`src/rtl/pla_match_pkg.sv`:
```
package pla_match_pkg;

  // Reduction applied over the significant positions of one pattern
  typedef enum logic [1:0] {
    FN_AND  = 2'd0,
    FN_OR   = 2'd1,
    FN_NAND = 2'd2,
    FN_NOR  = 2'd3
  } comb_fn_e;

endpackage

```
`src/rtl/pla_rst_sync.sv`:
```
module pla_rst_sync #(
  parameter int STAGES = 2
) (
  input  logic clk,
  input  logic arst_n,
  output logic srst_n
);

  logic [STAGES-1:0] sync_q;
  logic [STAGES-1:0] sync_d;

  always_comb begin
    sync_d = {sync_q[STAGES-2:0], 1'b1};
  end

  always_ff @(posedge clk or negedge arst_n) begin
    if (!arst_n) begin
      sync_q <= '0;
    end else begin
      sync_q <= sync_d;
    end
  end

  assign srst_n = sync_q[STAGES-1];

endmodule

```
`src/rtl/pla_pattern_store.sv`:
```
module pla_pattern_store #(
  parameter int PAT_W   = 8,
  parameter int NUM_PAT = 4,
  parameter int IDX_W   = 2
) (
  input  logic                     clk,
  input  logic                     rst_n,
  input  logic                     wr_en,
  input  logic [IDX_W-1:0]         wr_idx,
  input  logic [PAT_W-1:0]         wr_value,
  input  logic [PAT_W-1:0]         wr_care,
  output logic [NUM_PAT*PAT_W-1:0] value_flat,
  output logic [NUM_PAT*PAT_W-1:0] care_flat
);

  logic [NUM_PAT-1:0] row_we;

  for (genvar r = 0; r < NUM_PAT; r++) begin : g_row
    logic [PAT_W-1:0] val_q, care_q;
    logic [PAT_W-1:0] val_d, care_d;

    always_comb begin
      row_we[r] = wr_en && (wr_idx == IDX_W'(r));
      val_d     = wr_value;
      care_d    = wr_care;
    end

    always_ff @(posedge clk or negedge rst_n) begin
      if (!rst_n) begin
        val_q  <= '0;
        care_q <= '0;
      end else if (row_we[r]) begin
        val_q  <= val_d;
        care_q <= care_d;
      end
    end

    assign value_flat[r*PAT_W +: PAT_W] = val_q;
    assign care_flat[r*PAT_W +: PAT_W]  = care_q;
  end

endmodule

```
`src/rtl/pla_term_eval.sv`:
```
module pla_term_eval
  import pla_match_pkg::*;
#(
  parameter int PAT_W   = 8,
  parameter int NUM_PAT = 4
) (
  input  logic [PAT_W-1:0]         din,
  input  logic                     plane_mode,
  input  comb_fn_e                 fn,
  input  logic [NUM_PAT*PAT_W-1:0] value_flat,
  input  logic [NUM_PAT*PAT_W-1:0] care_flat,
  output logic [NUM_PAT-1:0]       term_vec
);

  for (genvar p = 0; p < NUM_PAT; p++) begin : g_term
    logic [PAT_W-1:0] val, care, sig, hit;
    logic             all_ok, any_ok, res;

    always_comb begin
      val  = value_flat[p*PAT_W +: PAT_W];
      care = care_flat[p*PAT_W +: PAT_W];
      // significant positions depend on the comparison style
      sig  = plane_mode ? care : (val & care);
      // array style: a significant stored one needs an input one
      hit  = plane_mode ? (~(din ^ val) & sig) : (din & sig);
      // empty pattern: all_ok = 1, any_ok = 0
      all_ok = &(hit | ~sig);
      any_ok = |hit;
      unique case (fn)
        FN_AND:  res = all_ok;
        FN_OR:   res = any_ok;
        FN_NAND: res = ~all_ok;
        FN_NOR:  res = ~any_ok;
        default: res = 1'b0;
      endcase
    end

    assign term_vec[p] = res;
  end

endmodule

```
`src/rtl/pla_out_stage.sv`:
```
module pla_out_stage #(
  parameter int NUM_PAT = 4
) (
  input  logic               clk,
  input  logic               rst_n,
  input  logic               sync_sel,
  input  logic [NUM_PAT-1:0] term_vec,
  output logic [NUM_PAT-1:0] dout
);

  logic [NUM_PAT-1:0] out_q;
  logic [NUM_PAT-1:0] out_d;
  logic               out_en;

  always_comb begin
    out_en = 1'b1;
    out_d  = term_vec;
  end

  always_ff @(posedge clk or negedge rst_n) begin
    if (!rst_n) begin
      out_q <= '0;
    end else if (out_en) begin
      out_q <= out_d;
    end
  end

  assign dout = sync_sel ? out_q : term_vec;

endmodule

```
`src/rtl/pla_match_array.sv`:
```
module pla_match_array
  import pla_match_pkg::*;
#(
  parameter int   PAT_W   = 8,
  parameter int   NUM_PAT = 4,
  parameter int   RST_STG = 2,
  localparam int  IDX_W   = (NUM_PAT > 1) ? $clog2(NUM_PAT) : 1
) (
  input  logic               clk,
  input  logic               rst_n,
  input  logic               cfg_plane,
  input  logic [1:0]         cfg_func,
  input  logic               cfg_sync,
  input  logic               wr_en,
  input  logic [IDX_W-1:0]   wr_idx,
  input  logic [PAT_W-1:0]   wr_value,
  input  logic [PAT_W-1:0]   wr_care,
  input  logic [PAT_W-1:0]   din,
  output logic [NUM_PAT-1:0] dout
);

  logic                     srst_n;
  logic [NUM_PAT*PAT_W-1:0] value_flat;
  logic [NUM_PAT*PAT_W-1:0] care_flat;
  logic [NUM_PAT-1:0]       term_vec;
  comb_fn_e                 fn_sel;

  assign fn_sel = comb_fn_e'(cfg_func);

  pla_rst_sync #(.STAGES(RST_STG)) rst_sync_i (
    .clk    (clk),
    .arst_n (rst_n),
    .srst_n (srst_n)
  );

  pla_pattern_store #(.PAT_W(PAT_W), .NUM_PAT(NUM_PAT), .IDX_W(IDX_W)) store_i (
    .clk        (clk),
    .rst_n      (srst_n),
    .wr_en      (wr_en),
    .wr_idx     (wr_idx),
    .wr_value   (wr_value),
    .wr_care    (wr_care),
    .value_flat (value_flat),
    .care_flat  (care_flat)
  );

  pla_term_eval #(.PAT_W(PAT_W), .NUM_PAT(NUM_PAT)) eval_i (
    .din        (din),
    .plane_mode (cfg_plane),
    .fn         (fn_sel),
    .value_flat (value_flat),
    .care_flat  (care_flat),
    .term_vec   (term_vec)
  );

  pla_out_stage #(.NUM_PAT(NUM_PAT)) out_i (
    .clk      (clk),
    .rst_n    (srst_n),
    .sync_sel (cfg_sync),
    .term_vec (term_vec),
    .dout     (dout)
  );

endmodule

```
`config.mk`:
```
export PLATFORM = sky130hd
export DESIGN_NAME = pla_match_array
export DESIGN_NICKNAME = d
export VERILOG_FILES = /design/src/rtl/pla_match_pkg.sv /design/src/rtl/pla_rst_sync.sv /design/src/rtl/pla_pattern_store.sv /design/src/rtl/pla_term_eval.sv /design/src/rtl/pla_out_stage.sv /design/src/rtl/pla_match_array.sv
export SDC_FILE = /design/constraint.sdc
export NUM_CORES = 1
export LEC_CHECK = 0
export BUFFER_PORTS_ARGS = -buffer_cell sky130_fd_sc_hd__buf_2
export CAP_MARGIN = 20
export CORE_MARGIN = 4
export CORE_UTILIZATION = 55
export DETAILED_ROUTE_END_ITERATION = 7
export GPL_TIMING_DRIVEN = 0
export PLACE_DENSITY_LB_ADDON = 0.2
export SLEW_MARGIN = 20
export SYNTH_ARGS = -nofsm -noshare
export SYNTH_HDL_FRONTEND = slang
export SYNTH_SLANG_ARGS = --single-unit
```
`constraint.sdc`:
```
create_clock -name clk -period 5 [get_ports clk]
set_clock_uncertainty 0.15 [all_clocks]
set_input_delay 0.75 -clock clk [delete_from_list [all_inputs] [get_ports clk]]
set_output_delay 0.75 -clock clk [all_outputs]
set_load 0.02 [all_outputs]
```
==> metrics, run 1 <==
first-pass GRT wire length=16,300 um; Ys Warns=0; Fin. Hold Viols=0; sequential share of the synthesized area=44.5%; RSZ-0062 raised after global routing=no; # DRC=0; Root Driver=clkbuf_8; GRT Util Overall=25.1%; die area=8580 um^2; Clock Pin Slew Worst Setup and Hold Paths=0.07 ns; post-route ant nets=0; Initial Utilization=57.3%; Net Count, Synth=375; Layout Area Growth over Synthesis=13.8%; clk buf depth=2; Clock Latency Late Sink=0.35 ns; Post-Synthesis Mean Instance Area=11.5 um^2; largest net degree at the start of global routing=36; Commonest cells post-synth=70 x dfrtp_1, 64 x mux2_2, 33 x a31oi_1; Critical Path Max Stage Delay=0.40 ns; post-synthesis cell type count=44; total routed wirelength=10,100 um; P per Cell Area=387 nW/um^2; via count=3,118; GPL Wtd Cong=0.872; WL per Instance=20.7 um; setup TNS=0 ns; wl on met1=4450 um; final worst-path cycle share=70.1%; Synth area leaders=dfrtp_1 44%, mux2_2 18%, nor4bb_1 7.6%; Pre-antenna DRT Iters=6; CP max-delay cell=o311ai_0; post-synthesis mux area share=23.4%; status=complete, no violations; IO buf count=33; fmax=0.285 GHz; Post-synth EDFFs=0; vias in the first global route=2,992; CTS Buf Count=9; top cell type by total area after synthesis=dfrtp_1; initial antenna violation count=0; crit start category=primary input; Post-Synth Adder-Cell Area=0%; height of the die=92.6 um; setup violators final=0; Antenna Cells=0; CTS resizes=0; Die W=92.6 um; CP Cell Sequence=buf_2 -> clkbuf_1 -> nor4bb_1 -> a31oi_1 -> nand4_1 -> o21ai_1 -> o311ai_0 -> buf_2; Post-synth ARST share=100%; HP Class=flip-flop to async pin; Peak VDD IR=269 uV; CP endpoint kind=output pin; row count=30; Post-Syn Area=3940 um^2; most numerous cell in the Yosys netlist=dfrtp_1; Overflow after GRT=0; vias per cell=6.38; LEAKAGE=1.89 nW; Final Hold Slack=0.129 ns; CTS tree=yes; critical path class=primary input to output pin; Compound-Gate Fraction of Synth Area=13.5%; clock sinks=70; critical path arrival=2.61 ns; max cap viols=0; most used cell, CP=buf_2; CTS H-Tree Depth=3; CORE AREA=6870 um^2; Synth Register Bits=70; Iter 0 DRT Violations=321; pin slew with the least headroom to its limit=0.842 ns; Syn Inst Count=342; xor/xnor cell area share of the yosys netlist=0.889%; DR WL met2=4870 um; placed wire-length estimate=7410 um; Yosys top cell area share=44.5%; detailed-routed wire length on met3=643 um; Ports=37; max_slew headroom=43.6%; worst-path fanout max=10; Top Metal Used=met4; Final #Nets=421; combinational family with the most area after synthesis=multiplexers; simple-gate share of the synthesized area=15.3%; Final min period=3.51 ns; Required @ worst endpoint=4.10 ns; leading register cell type out of synthesis=dfrtp_1; Slew Viols, Final=0; share of cells above drive strength 1=31.3%
## layer usage
metal	track usage, %	vias up
met2	40.1	112
met1	34.3	1544
li1	-	1446
met5	0	-
met4	7.57	0
met3	5.77	16
## kinds of logic (layout without fill, tap and decap cells)
group                     after synthesis  after routing
and+or+nand+nor                        86             86
muxes                                  84             84
DFF                                    70             70
xor gates and xnor gates                4              4
buffers and inverters                  23             74
other                                   1              1
AOI/OAI and AO/OA                      74             74
## sequential cells by signal (all words and copies together) (netlist names)
name and flops:
rst_sync_i.sync_q 2, store_i.g_row.care_q 32, store_i.g_row.val_q 32, out_i.out_q 4
## layout by cell type (no fill, tap or decap), drive strengths merged, types with 2 or more instances in the layout
cell     netlist  layout
nand3          3       3
a22oi          4       4
a2111oi        2       2
dfrtp         70      70
mux2i         20      20
xnor2          4       4
nand2         23      23
buf            7      41
nand2b         9       9
o21a           2       2
nor3b          2       2
and3           2       2
a32oi          2       2
nand3b         3       3
nand4          9       9
o21ai          3       3
a31oi         33      33
a22o           2       2
bufinv         0       2
mux2          64      64
inv            4       4
a21oi          3       3
clkbuf        12      24
a21o           2       2
o22ai          8       8
clkinv         0       2
nor4bb        30      30
a211o          3       3
a211oi         2       2
## where the power goes
part           leakage, nW  internal [mW]  total, mW  switching (mW)
Sequential           0.826          0.676      0.803           0.127
Combinational        0.945          0.220      0.411           0.191
Clock                0.116          0.307      0.520           0.214
Total                 1.89           1.20       1.73           0.532
## repair_timing
action	4_1_cts	5_1_grt
buffers inserted	0	0
hold buffers	0	1
endpoints found under the setup margin	0	0
hold endpoints to repair	0	2
## critical path: cells and delay by family
family	cells	cell delay, ns
and+or+nand+nor	2	0.48
AOI/OAI and AO/OA	3	0.60
buffers and inverters	3	0.77
## final cells by class
type	instances	area, um^2
clock buffers	12	155
inverters	4	15.0
well taps	96	120
flip-flops and latches	70	1760
multi-input cells	249	2090
clock inverters	4	70.1
repair buffers	35	195
plain buffers	19	77.6
fillers	566	2390
## final timing paths
path,startpoint,to,slack [ns],cells past startpoint
max,cfg_plane,dout[3],1.49,8
min,rst_sync_i.sync_q[1]$_DFF_PN0_,store_i.g_row[1].care_q[0]$_DFFE_PN0P_,0.13,0
max reg2reg,store_i.g_row[2].val_q[4]$_DFFE_PN0P_,out_i.out_q[2]$_DFF_PN0_,3.06,5
min reg2reg,rst_sync_i.sync_q[1]$_DFF_PN0_,store_i.g_row[1].care_q[0]$_DFFE_PN0P_,0.13,0
max in group asynchronous,rst_sync_i.sync_q[1]$_DFF_PN0_,store_i.g_row[3].care_q[2]$_DFFE_PN0P_,4.03,1
min in group clk,rst_sync_i.sync_q[0]$_DFF_PN0_,rst_sync_i.sync_q[1]$_DFF_PN0_,0.21,0
## per-stage QoR
| stage | worst slack [ns] | cell area, um^2 | std cells | total power, mW | util (%) |
|---|---|---|---|---|---|
| floorplan | 1.76 | 3940 | 342 | 1.08 | - |
| global route | 1.34 | 4480 | 489 | 1.82 | 65.3 |
| detailed placement | 1.57 | 4250 | 472 | 1.22 | 61.8 |
| CTS | 1.56 | 4470 | 488 | 1.73 | 65.1 |
| finish | 1.49 | 4480 | 489 | 1.73 | 65.3 |
| global placement | 1.58 | 4220 | 471 | 1.20 | 61.5 |
(Power assumes the default switching activity.)
==> run 2, diff against run 1 <==
--- a/config.mk
+++ b/config.mk
@@ -8,7 +8,7 @@
 export BUFFER_PORTS_ARGS = -buffer_cell sky130_fd_sc_hd__buf_2
 export CAP_MARGIN = 20
 export CORE_MARGIN = 4
-export CORE_UTILIZATION = 55
+export CORE_UTILIZATION = 54
 export DETAILED_ROUTE_END_ITERATION = 7
 export GPL_TIMING_DRIVEN = 0
 export PLACE_DENSITY_LB_ADDON = 0.2
==> constraint.sdc (replaced) <==
create_clock -name clk -period 3.2 [get_ports clk]
set_clock_uncertainty 0.15 [all_clocks]
set_input_delay 0.48 -clock clk [delete_from_list [all_inputs] [get_ports clk]]
set_output_delay 0.48 -clock clk [all_outputs]
set_load 0.02 [all_outputs]
==> run 2 against run 1 <==
Count of clock-buffer cells in the layout fell by 1; sequential share of layout area grew 0.21 points; power increased by 51%; sequential power rose by 57%; final cell count stayed put; first-iteration DRC count fell by 20%; clock power increased by 38%.
==> metrics, run 2 (same netlist as run 1, synthesis figures left out) <==
pre-CTS setup slack=0.292 ns (-1.28 ns); Comb pwr share=24.5% (+0.8 points); initial antenna violation count=0 (unchanged); Clock Pin Slew Worst Setup and Hold Paths=0.07 ns (about the same); Overflow after GRT=0 (unchanged); Fill cells=593 (+4.8%); CP max-delay cell=a2111o_1; Ports=37 (unchanged); Slew Viols, Final=0 (unchanged); GR Util met1=35.7% (+1.5 points); Iter 0 DRT Violations=258 (-20%); Clock Latency Late Sink=0.35 ns (about the same); post-route ant nets=0 (unchanged); switch share=31.9% (+1.3 points); pin slew with the least headroom to its limit=0.927 ns (+0.0851 ns); clock sinks=70 (unchanged); critical path arrival=2.26 ns (-0.35 ns); fmax=0.346 GHz; area of the multi-input gates=2090 um^2 (unchanged); crit start category=primary input; CTS Buf Count=9 (unchanged); vias per cell=6.36 (-0.29%); Critical Path Stages=9 (+1); vias in the first global route=2,921 (-2.4%); setup violators final=0 (unchanged); internal power=1.78 mW (+48%); total routed wirelength=10,300 um (+1.4%); most used cell, CP=buf_2; largest registers=store_i.g_row.care_q x32, store_i.g_row.val_q x32, out_i.out_q x4; GPL Wtd Cong=0.881 (+1.1%); Antenna Cells=0 (unchanged); Critical Path Max Stage Delay=0.42 ns (+0.02 ns); Flop pwr share=48.2% (+1.9 points); met3 GRT Util=4.02% (-1.7 points); Required @ worst endpoint=2.57 ns (-1.53 ns); Root Driver=clkbuf_8; WL per Instance=21.0 um (+1.4%); post-CTS setup buffer count=0 (unchanged); Register Area=1760 um^2 (unchanged); Final #Nets=421 (unchanged); grt met2 use=39.8% (-0.22 points); Peak VDD IR=432 uV (+61%); Top delay family on crit path=simple AND/OR/NAND/NOR gates; final core occ=64.2% (-1.0 points); Layout Area Growth over Synthesis=13.2%; CP Cell Sequence=buf_2 -> buf_2 -> nor4bb_1 -> a31oi_1 -> nand4_1 -> or2_1 -> a2111o_1 -> nand2_1 -> buf_2; LEAKAGE=1.87 nW (-0.95%); CORE AREA=6940 um^2 (+1.1%); commonest non-fill, non-tap cell in the layout=dfrtp_1; critical path class=primary input to output pin; IO buf count=33 (unchanged); row count=30 (unchanged); Final WS setup=0.308 ns (-1.19 ns); final std cells w/o fill=489 (unchanged); power consumption=2.62 mW (+51%); max cap viols=0 (unchanged); Final min period=2.89 ns; height of the die=93.4 um (+0.84%); via count=3,109 (-0.29%); clk buf depth=2 (unchanged); most frequent cells in the layout=69 x dfrtp_1, 64 x mux2_2, 38 x buf_2; CP endpoint kind=output pin; P per Cell Area=587 nW/um^2 (+52%); max_slew headroom=37.9% (-5.7 points); GRT busiest layer=met2; status=complete, no violations; die area=8720 um^2 (+1.7%); Psw=835 uW (+57%); HP Class=flip-flop to async pin; CTS tree=yes; Die W=93.4 um (+0.84%); placed wire-length estimate=7590 um (+2.4%); # DRC=0 (unchanged); worst reg2reg path depth=6 (+1); RSZ-0062 raised after global routing=no; setup TNS=0 ns (unchanged); Crit path buffers/inverters=3 (unchanged); largest net degree at the start of global routing=37 (+2.8%); Initial Utilization=56.7% (-0.62 points); final worst-path cycle share=90.4%; Fin. Hold Viols=0 (unchanged); CTS H-Tree Depth=3 (unchanged); Pre-antenna DRT Iters=5 (-1); share of cells above drive strength 1=31.6% (+0.25 points); Placed Instances=472 (unchanged); worst-path fanout max=10 (unchanged); first-pass GRT wire length=16,400 um (+1.1%); Clk network pwr share=27.3% (-2.7 points); GRT Util Overall=25.2% (+0.080 points)
run 2: changes by cell type in the layout (fill, tap and decap cells not counted), sizes merged:
cell,before,now
clkinvlp,0,2
clkbuf,24,23
bufinv,2,1
run 2: worst reg2reg max path: stages, from the launching register on:
cell and delay [ns]:
dfrtp_1 0.41, nand2b_1 0.13, o22ai_1 0.12, a21o_1 0.21, a2111oi_2 0.47, a21oi_1 0.17, xnor2_1 0.15
run 2: final timing paths:
path / startpoint / endpoint / slack, ns
worst max register to register: store_i.g_row[1].val_q[0]$_DFFE_PN0P_ / out_i.out_q[1]$_DFF_PN0_ / 1.26
worst min-delay path: rst_sync_i.sync_q[1]$_DFF_PN0_ / store_i.g_row[0].val_q[6]$_DFFE_PN0P_ / 0.13
min in group clk: rst_sync_i.sync_q[0]$_DFF_PN0_ / rst_sync_i.sync_q[1]$_DFF_PN0_ / 0.22
worst max-delay path: cfg_plane / dout[0] / 0.31
worst min register to register: rst_sync_i.sync_q[1]$_DFF_PN0_ / store_i.g_row[0].val_q[6]$_DFFE_PN0P_ / 0.13
max in group asynchronous: rst_sync_i.sync_q[1]$_DFF_PN0_ / store_i.g_row[2].care_q[0]$_DFFE_PN0P_ / 2.23
run 2: area by class of cell:
type	count	share of cell area (%)
flip-flops and latches	70	39.4
well taps	96	2.69
inverters	4	0.337
clock buffers	11	3.17
repair buffers	35	4.38
clock inverters	5	1.32
plain buffers	19	1.77
multi-input cells	249	47.0
run 2: layer usage:
| layer | share of wire [%] | vias up |
|---|---|---|
| li1 | - | 1443 |
| met1 | 47 | 1558 |
| met2 | 47 | 95 |
| met3 | 4.4 | 13 |
| met4 | 1.6 | 0 |
| met5 | 0 | - |
run 2: stage by stage:
| stage | instance area [um^2] | hold WS [ns] |
|---|---|---|
| detailed placement | 4250 | 0.118 |
| CTS | 4460 | 0.154 |
| global route | 4460 | 0.182 |
| floorplan | 3940 | 0.0344 |
| global placement | 4220 | 0.115 |
| finish | 4460 | 0.128 |
run 2: timing repair:
action / CTS / global route
endpoints found under the setup margin: 0 / 1
hold buffers: 1 / 0
resized for setup: 0 / 2
hold endpoints to repair: 2 / 0
run 2: power by group through the flow:
stage / combinational, mW / clock, mW / sequential [mW]
2_1_floorplan: 0.477 / 0 / 1.21
3_3_place_gp: 0.608 / 0 / 1.27
3_5_place_dp: 0.636 / 0 / 1.27
4_1_cts: 0.640 / 0.725 / 1.25
5_1_grt: 0.696 / 0.775 / 1.29
6_report: 0.641 / 0.715 / 1.26
